==> src/rtl/alu32_pkg.sv <==
package alu32_pkg;
  localparam int unsigned OP_W = 3;

  typedef enum logic [OP_W-1:0] {
    OP_AND = 3'b000,
    OP_OR  = 3'b001,
    OP_ADD = 3'b010,
    OP_XOR = 3'b011,
    OP_RSV = 3'b100,
    OP_SLL = 3'b101,
    OP_SUB = 3'b110,
    OP_SRL = 3'b111
  } alu_op_e;
endpackage

==> src/rtl/alu32_addsub.sv <==
module alu32_addsub #(
  parameter int unsigned W = 32
) (
  input  logic [W-1:0] a_i,
  input  logic [W-1:0] b_i,
  input  logic         sub_i,
  output logic [W-1:0] sum_o
);
  logic [W-1:0] b_eff;
  logic [W-1:0] cin_vec;

  always_comb begin
    b_eff   = sub_i ? ~b_i : b_i;
    cin_vec = {{(W-1){1'b0}}, sub_i};
    sum_o   = a_i + b_eff + cin_vec;
  end

  always_comb begin
    if (sub_i) begin
      AST_SUB_INVERTS: assert ((sum_o + b_i) == a_i) else $error("sub result does not invert add");
    end else begin
      AST_ADD_INVERTS: assert ((sum_o - b_i) == a_i) else $error("add result does not invert sub");
    end
  end
endmodule

==> src/rtl/alu32_bitwise.sv <==
module alu32_bitwise #(
  parameter int unsigned W = 32
) (
  input  logic [W-1:0] a_i,
  input  logic [W-1:0] b_i,
  output logic [W-1:0] and_o,
  output logic [W-1:0] or_o,
  output logic [W-1:0] xor_o
);
  for (genvar i = 0; i < W; i++) begin : g_bit
    assign and_o[i] = a_i[i] & b_i[i];
    assign or_o[i]  = a_i[i] | b_i[i];
    assign xor_o[i] = a_i[i] ^ b_i[i];
  end

  always_comb begin
    AST_XOR_PARTITION: assert ((and_o | xor_o) == or_o) else $error("bitwise outputs inconsistent");
    AST_AND_DISJOINT: assert ((and_o & xor_o) == '0) else $error("and/xor overlap");
  end
endmodule

==> src/rtl/alu32_shift1.sv <==
module alu32_shift1 #(
  parameter int unsigned W = 32
) (
  input  logic [W-1:0] a_i,
  output logic [W-1:0] shl_o,
  output logic [W-1:0] shr_o
);
  assign shl_o = {a_i[W-2:0], 1'b0};
  assign shr_o = {1'b0, a_i[W-1:1]};

  always_comb begin
    AST_SHL_FILL: assert (shl_o[0] == 1'b0) else $error("left shift lsb not zero");
    AST_SHR_FILL: assert (shr_o[W-1] == 1'b0) else $error("right shift msb not zero");
    AST_SHL_ROUNDTRIP: assert ((shl_o >> 1) == {1'b0, a_i[W-2:0]}) else $error("left shift lost bits");
  end
endmodule

==> src/rtl/alu32_zero_det.sv <==
module alu32_zero_det #(
  parameter int unsigned W = 32
) (
  input  logic [W-1:0] val_i,
  output logic         zero_o
);
  assign zero_o = ~(|val_i);
endmodule

==> src/rtl/alu32_core.sv <==
module alu32_core
  import alu32_pkg::*;
#(
  parameter int unsigned WIDTH = 32
) (
  input  logic [WIDTH-1:0] op_a,
  input  logic [WIDTH-1:0] op_b,
  input  logic [2:0]       op_sel,
  output logic [WIDTH-1:0] res_c,
  output logic             res_zero
);
  alu_op_e      op;
  logic [WIDTH-1:0] arith_r, and_r, or_r, xor_r, shl_r, shr_r;
  logic             is_sub;

  assign op     = alu_op_e'(op_sel);
  assign is_sub = (op == OP_SUB);

  alu32_addsub #(.W(WIDTH)) addsub_i (
    .a_i(op_a), .b_i(op_b), .sub_i(is_sub), .sum_o(arith_r)
  );

  alu32_bitwise #(.W(WIDTH)) bitwise_i (
    .a_i(op_a), .b_i(op_b), .and_o(and_r), .or_o(or_r), .xor_o(xor_r)
  );

  alu32_shift1 #(.W(WIDTH)) shift_i (
    .a_i(op_a), .shl_o(shl_r), .shr_o(shr_r)
  );

  always_comb begin
    case (op)
      OP_AND:  res_c = and_r;
      OP_OR:   res_c = or_r;
      OP_ADD:  res_c = arith_r;
      OP_XOR:  res_c = xor_r;
      OP_SUB:  res_c = arith_r;
      OP_SLL:  res_c = shl_r;
      OP_SRL:  res_c = shr_r;
      default: res_c = '0;
    endcase
  end

  alu32_zero_det #(.W(WIDTH)) zero_i (
    .val_i(res_c), .zero_o(res_zero)
  );

  always_comb begin
    AST_ZERO_MATCH: assert (res_zero == (res_c == '0)) else $error("zero flag mismatch");
    if (op == OP_RSV) begin
      AST_RSV_CLEAR: assert (res_zero && res_c == '0) else $error("unused code not cleared");
    end
    if (op == OP_SUB && op_a == op_b) begin
      AST_SUB_EQUAL_ZERO: assert (res_zero) else $error("equal operands not zero");
    end
  end
endmodule

==> config.mk <==
export PLATFORM = sky130hd
export DESIGN_NAME = alu32_core
export DESIGN_NICKNAME = d
export VERILOG_FILES = /design/src/rtl/alu32_pkg.sv /design/src/rtl/alu32_addsub.sv /design/src/rtl/alu32_bitwise.sv /design/src/rtl/alu32_shift1.sv /design/src/rtl/alu32_zero_det.sv /design/src/rtl/alu32_core.sv
export SDC_FILE = /design/constraint.sdc
export NUM_CORES = 1
export LEC_CHECK = 0
export BUFFER_PORTS_ARGS = -buffer_cell sky130_fd_sc_hd__buf_4
export CAP_MARGIN = 10
export CORE_MARGIN = 5
export CORE_UTILIZATION = 57
export DETAILED_ROUTE_END_ITERATION = 6
export PLACE_DENSITY = 0.78
export REMOVE_ABC_BUFFERS = 1
export SYNTH_ARGS = -nofsm -noshare
export SYNTH_HDL_FRONTEND = slang
export SYNTH_HIERARCHICAL = 1
export SYNTH_SLANG_ARGS = --single-unit
==> constraint.sdc <==
create_clock -name vclk -period 6.75
set_input_delay 1.0125 -clock vclk [all_inputs]
set_output_delay 1.0125 -clock vclk [all_outputs]
set_load 0.05 [all_outputs]
Word level (Yosys, flattened, before mapping):

Cells that the tools add are included.

* bits of input ports: 67
* output and inout port bits: 33
* register bits: 0
* word-level logic and storage cells: 111

* add/subtract/negate cells: 2
* eq/ne operators: 6
* mux-type cells: 2
* bitwise gates (word level): 98
* reduce and logical (&&, ||, !) cells: 3

Operator list (number)
* $pmux 32 s6: 1
* $add 32x1->32: 1
* $add 32x32->32: 1
* $and 1x1->1: 32
* $mux 32: 1
* $not 32->32: 1
* $or 1x1->1: 32
* $reduce_or 32->1: 1
* $xor 1x1->1: 32
* $eq 3x3->1 const B: 3
* $eq 3x2->1 const B: 2
* $eq 3x1->1 const B: 1
* $logic_not 3->1: 1
* $reduce_or 2->1: 1
* $not 1->1: 1

Logic depth before layout (Yosys ltp):

* depth after elaboration: 7
* gate-level depth with buffers: 22
* mapped depth without buffers: 17

Cells and area by module:

Netlist, hierarchy kept.

Modules (own cells, without submodules)
* alu32_addsub: cells each 292, instances 1, seq. area each 0.0 sq um, area each 2145.8 sq um
* alu32_core: cells each 190, instances 1, seq. area each 0.0 sq um, area each 1547.7 sq um
* alu32_bitwise: cells each 160, instances 1, seq. area each 0.0 sq um, area each 1161.1 sq um
* alu32_shift1: cells each 65, instances 1, seq. area each 0.0 sq um, area each 484.2 sq um
* alu32_zero_det: cells each 11, instances 1, seq. area each 0.0 sq um, area each 72.6 sq um

Least setup slack after synthesis:

No wires, ideal clock.

* path type: input-to-output
* from: in op_sel[0]
* to: out res_zero
* data required time: 5738 ps
* data arrival time: 5592 ps
* stages: 22
* slack: 146 ps
* path buffers: 6
* cells stage by stage: buf_2 -> nand2b_1 -> buf_2 -> buf_2 -> nor2_1 -> buf_6 -> clkbuf_1 -> xor2_1 -> ha_1 -> clkbuf_1 -> o21a_1 -> a21oi_2 -> a21boi_0 -> or4_1 -> a21oi_1 -> o21bai_1 -> xor2_1 -> o22ai_1 -> nor2_1 -> nor4_1 -> nand4_1 -> nor2_1

* word-level cells in the longest chain between the ends: 7

RTL lines
* start, declared: line alu32_core.sv:8 `input logic [2:0] op_sel,`
* $eq 3x3->1 (*): line alu32_core.sv:17 `assign is_sub = (op == OP_SUB);`
* named net is_sub: line alu32_core.sv:14 `logic is_sub;`
* $mux 32: line alu32_addsub.sv:13 `b_eff = sub_i ? ~b_i : b_i;`
* $add 32x32->32: line alu32_addsub.sv:15 `sum_o = a_i + b_eff + cin_vec;`
* $add 32x1->32 (*): line alu32_addsub.sv:15
* named net arith_r[30]: line alu32_core.sv:13 `logic [WIDTH-1:0] arith_r, and_r, or_r, xor_r, shl_r, shr_r;`
* $pmux 32 s6 (*): line alu32_core.sv:32 `case (op)`
* named net res_c[30]: line alu32_core.sv:9 `output logic [WIDTH-1:0] res_c,`
* $reduce_or 32->1 (*): line alu32_zero_det.sv:7 `assign zero_o = ~(|val_i);`
* $not 1->1 (*): line alu32_zero_det.sv:7
* end, declared: line alu32_core.sv:10 `output logic res_zero`

The timed path passes the listed nets; every way through them passes the cells marked *.

Final worst setup path:

* from: in op_sel[0]
* to: out res_zero

* word-level cells in the longest chain between the ends: 7

RTL lines (line)
* $eq 3x3->1 (*): alu32_core.sv:17
* named net is_sub: alu32_core.sv:14
* $mux 32: alu32_addsub.sv:13
* $add 32x32->32: alu32_addsub.sv:15
* $add 32x1->32 (*): alu32_addsub.sv:15
* named net arith_r[29]: alu32_core.sv:13
* $pmux 32 s6 (*): alu32_core.sv:32
* $reduce_or 32->1 (*): alu32_zero_det.sv:7
* $not 1->1 (*): alu32_zero_det.sv:7

Marked as above.

==> flow_metrics.tcl <==
set metrics [dict create \
    layout_commonest_cell "buf_4" \
    finalMaxSlewViolations 0 \
    pwr-share-clk_pct 0 \
    max_clock_freq_ghz 0.160 \
    min_path_type "input pin to output pin" \
    dieWidth_um 107 \
    status "finished, final reports clean" \
    p_int_uw 255 \
    synth_cells 718 \
    finalSetupViolCount 0 \
    yosysTopAreaCell "ha_1" \
    num_antenna_cells 0 \
    required_ns 5.74 \
    critPathLaunch "op_sel[0]" \
    worst-setup-path-type "input pin to output pin" \
    final_cells 859 \
    seq_cells 0 \
    place_ws_ns 0.603 \
    power.density_nw_per_um2 114 \
    track_usage_pct 24.2 \
    synth.cell_area_sq_um 5410 \
    die_h_um 107 \
    syn_area_per_cell_sq_um 7.54 \
    initial_core_util_pct 58.6 \
    cp.arrival_ns 5.23 \
    ir_drop_v 0.0000731 \
    setup.worst_path.end_class "output pin" \
    switching_share_pct 61.1 \
    drc 0 \
    layout_setup_ws_ns 0.509 \
    num_vias 5000 \
    synth_xor_area_share_pct 9.87 \
    dp.cells 859 \
    rsz0062_at_grt "false" \
    vias_per_cell 5.82 \
    grt_start_max_net_pins 38 \
    synth-compound-area-share_pct 22.1 \
    synth_area_leaders "ha_1 22%, mux2_2 12%, buf_4 9.3%" \
    antenna_found_initial 0 \
    yosys.area_share.simple_pct 11.2 \
    hold_slack_ns 2.64 \
    die_area_sq_um 11500 \
    layout_min_cycle_time_ns 6.24 \
    cts_hold_buf 0 \
    ios 100 \
    hold_depth 5 \
    drt_pre_antenna_iters 5 \
    hp-start "op_b[0]" \
    grt-ovfl-total 0 \
    hpwl_um 11600 \
    final_core_util_pct 62.5 \
    drt-initial-drc-count 260 \
    cts-resized-gates 0 \
    drive_above_1_share_pct 27.1 \
    ant_nets 0 \
    power.share.combinational_pct 100.0 \
    coreArea_sq_um 9240 \
    start_kind "input pin" \
    synth_fa_ha_area_share_pct 22.8 \
    wl_um 14700 \
    fin_nets 897 \
    yosys_warnings 6 \
    avgRoutedWirePerCell_um 17.1 \
    grt_pass1_vias 4756 \
    yosysSeqAreaShare_pct 0 \
    area_growth_pct 6.71 \
    power_uw 656 \
    multi_input_area_sq_um 4350 \
    synth.distinct_cells 59 \
    synth.mux.area_fraction_pct 14.2 \
    rows 35 \
    worst_pin_slew_ns 0.858 \
    post-cts-setup-buffer-count 0 \
    synth_top_family_by_area "adder cells" \
    period_share_pct 92.5 \
    cp_max_fo 11 \
    seq_power_share_pct 0 \
    synth_top_area_share_pct 22.4 \
    drv_cap 0 \
    register_area_sq_um 0 \
    relSlewSlack_pct 42.7 \
    grt_pass1_wl_um 23600 \
    nFillCells 842 \
    switching_power_uw 400 \
    n_clock_buffer 0 \
    place_congestion 0.964 \
    mostFrequentLayoutCells "112 x buf_4, 106 x inv_1, 97 x ha_1" \
    io_buffers 100 \
    p_leak_uw 0.00295 \
    hold_viol_final 0 \
]
routing by layer:
layer,up-vias,wire length [um],GRT usage [%]
met5,-,0,0
met4,0,157,1.98
met3,12,661,0.600
met2,129,6830,42.0
met1,2388,7050,34.8
li1,2471,-,-
power by group through the flow:
stage / clock network [uW] / registers (uW) / logic [uW]
floorplan: 0 / 0 / 445
global placement: 0 / 0 / 640
detailed placement: 0 / 0 / 647
CTS: 0 / 0 / 651
global route: 0 / 0 / 709
finish: 0 / 0 / 656
synthesized netlist by cell type, types with 13 or more instances:
master,count
nor2_1,51
inv_1,106
buf_4,67
a21oi_1,28
o21ai_0,13
xnor2_1,19
o22ai_1,33
clkbuf_1,20
a221oi_1,27
xor2_1,42
mux2_2,57
ha_1,97
nand2_1,22
critical path: stages:
cell	delay, ns
buf_4	0.11
nand2b_1	0.18
nor2_4	0.29
buf_12	0.19
xor2_1	0.15
ha_1	0.35
a21oi_1	0.36
o21ai_0	0.16
a21o_1	0.20
a311oi_2	0.25
o41ai_4	0.19
a31oi_1	0.26
xnor2_1	0.09
o22ai_1	0.17
nor2_1	0.08
nor4_1	0.55
nand4_1	0.26
nor2_1	0.15
buf_4	0.21
final timing paths:
check / to / slack [ns]
worst max-delay path: res_zero / 0.51
worst min-delay path: res_c[0] / 2.64
cells by family (layout without fill, tap and decap cells):
kind of cell | Yosys count | in the layout
buffers and inverters | 208 | 219
AND/OR/NAND/NOR | 126 | 126
adder cells (fa/ha/maj) | 98 | 98
AO/OA/AOI/OAI | 158 | 158
other | 1 | 2
XOR/XNOR | 61 | 61
multiplexers | 66 | 66
layout make-up:
cell class	count	share of cell area, %
inverter	106	6.89
timing repair buffer	113	14.9
tap	129	2.80
multi-input combinational	511	75.4
stage by stage:
step / setup TNS, ns / area [sq um]
6_report: 0 / 5770
5_1_grt: 0 / 5770
4_1_cts: 0 / 5770
3_5_place_dp: 0 / 5770
3_3_place_gp: 0 / 5770
2_1_floorplan: -9.90 / 4740
No activity file was read; power rests on OpenSTA's default activity.
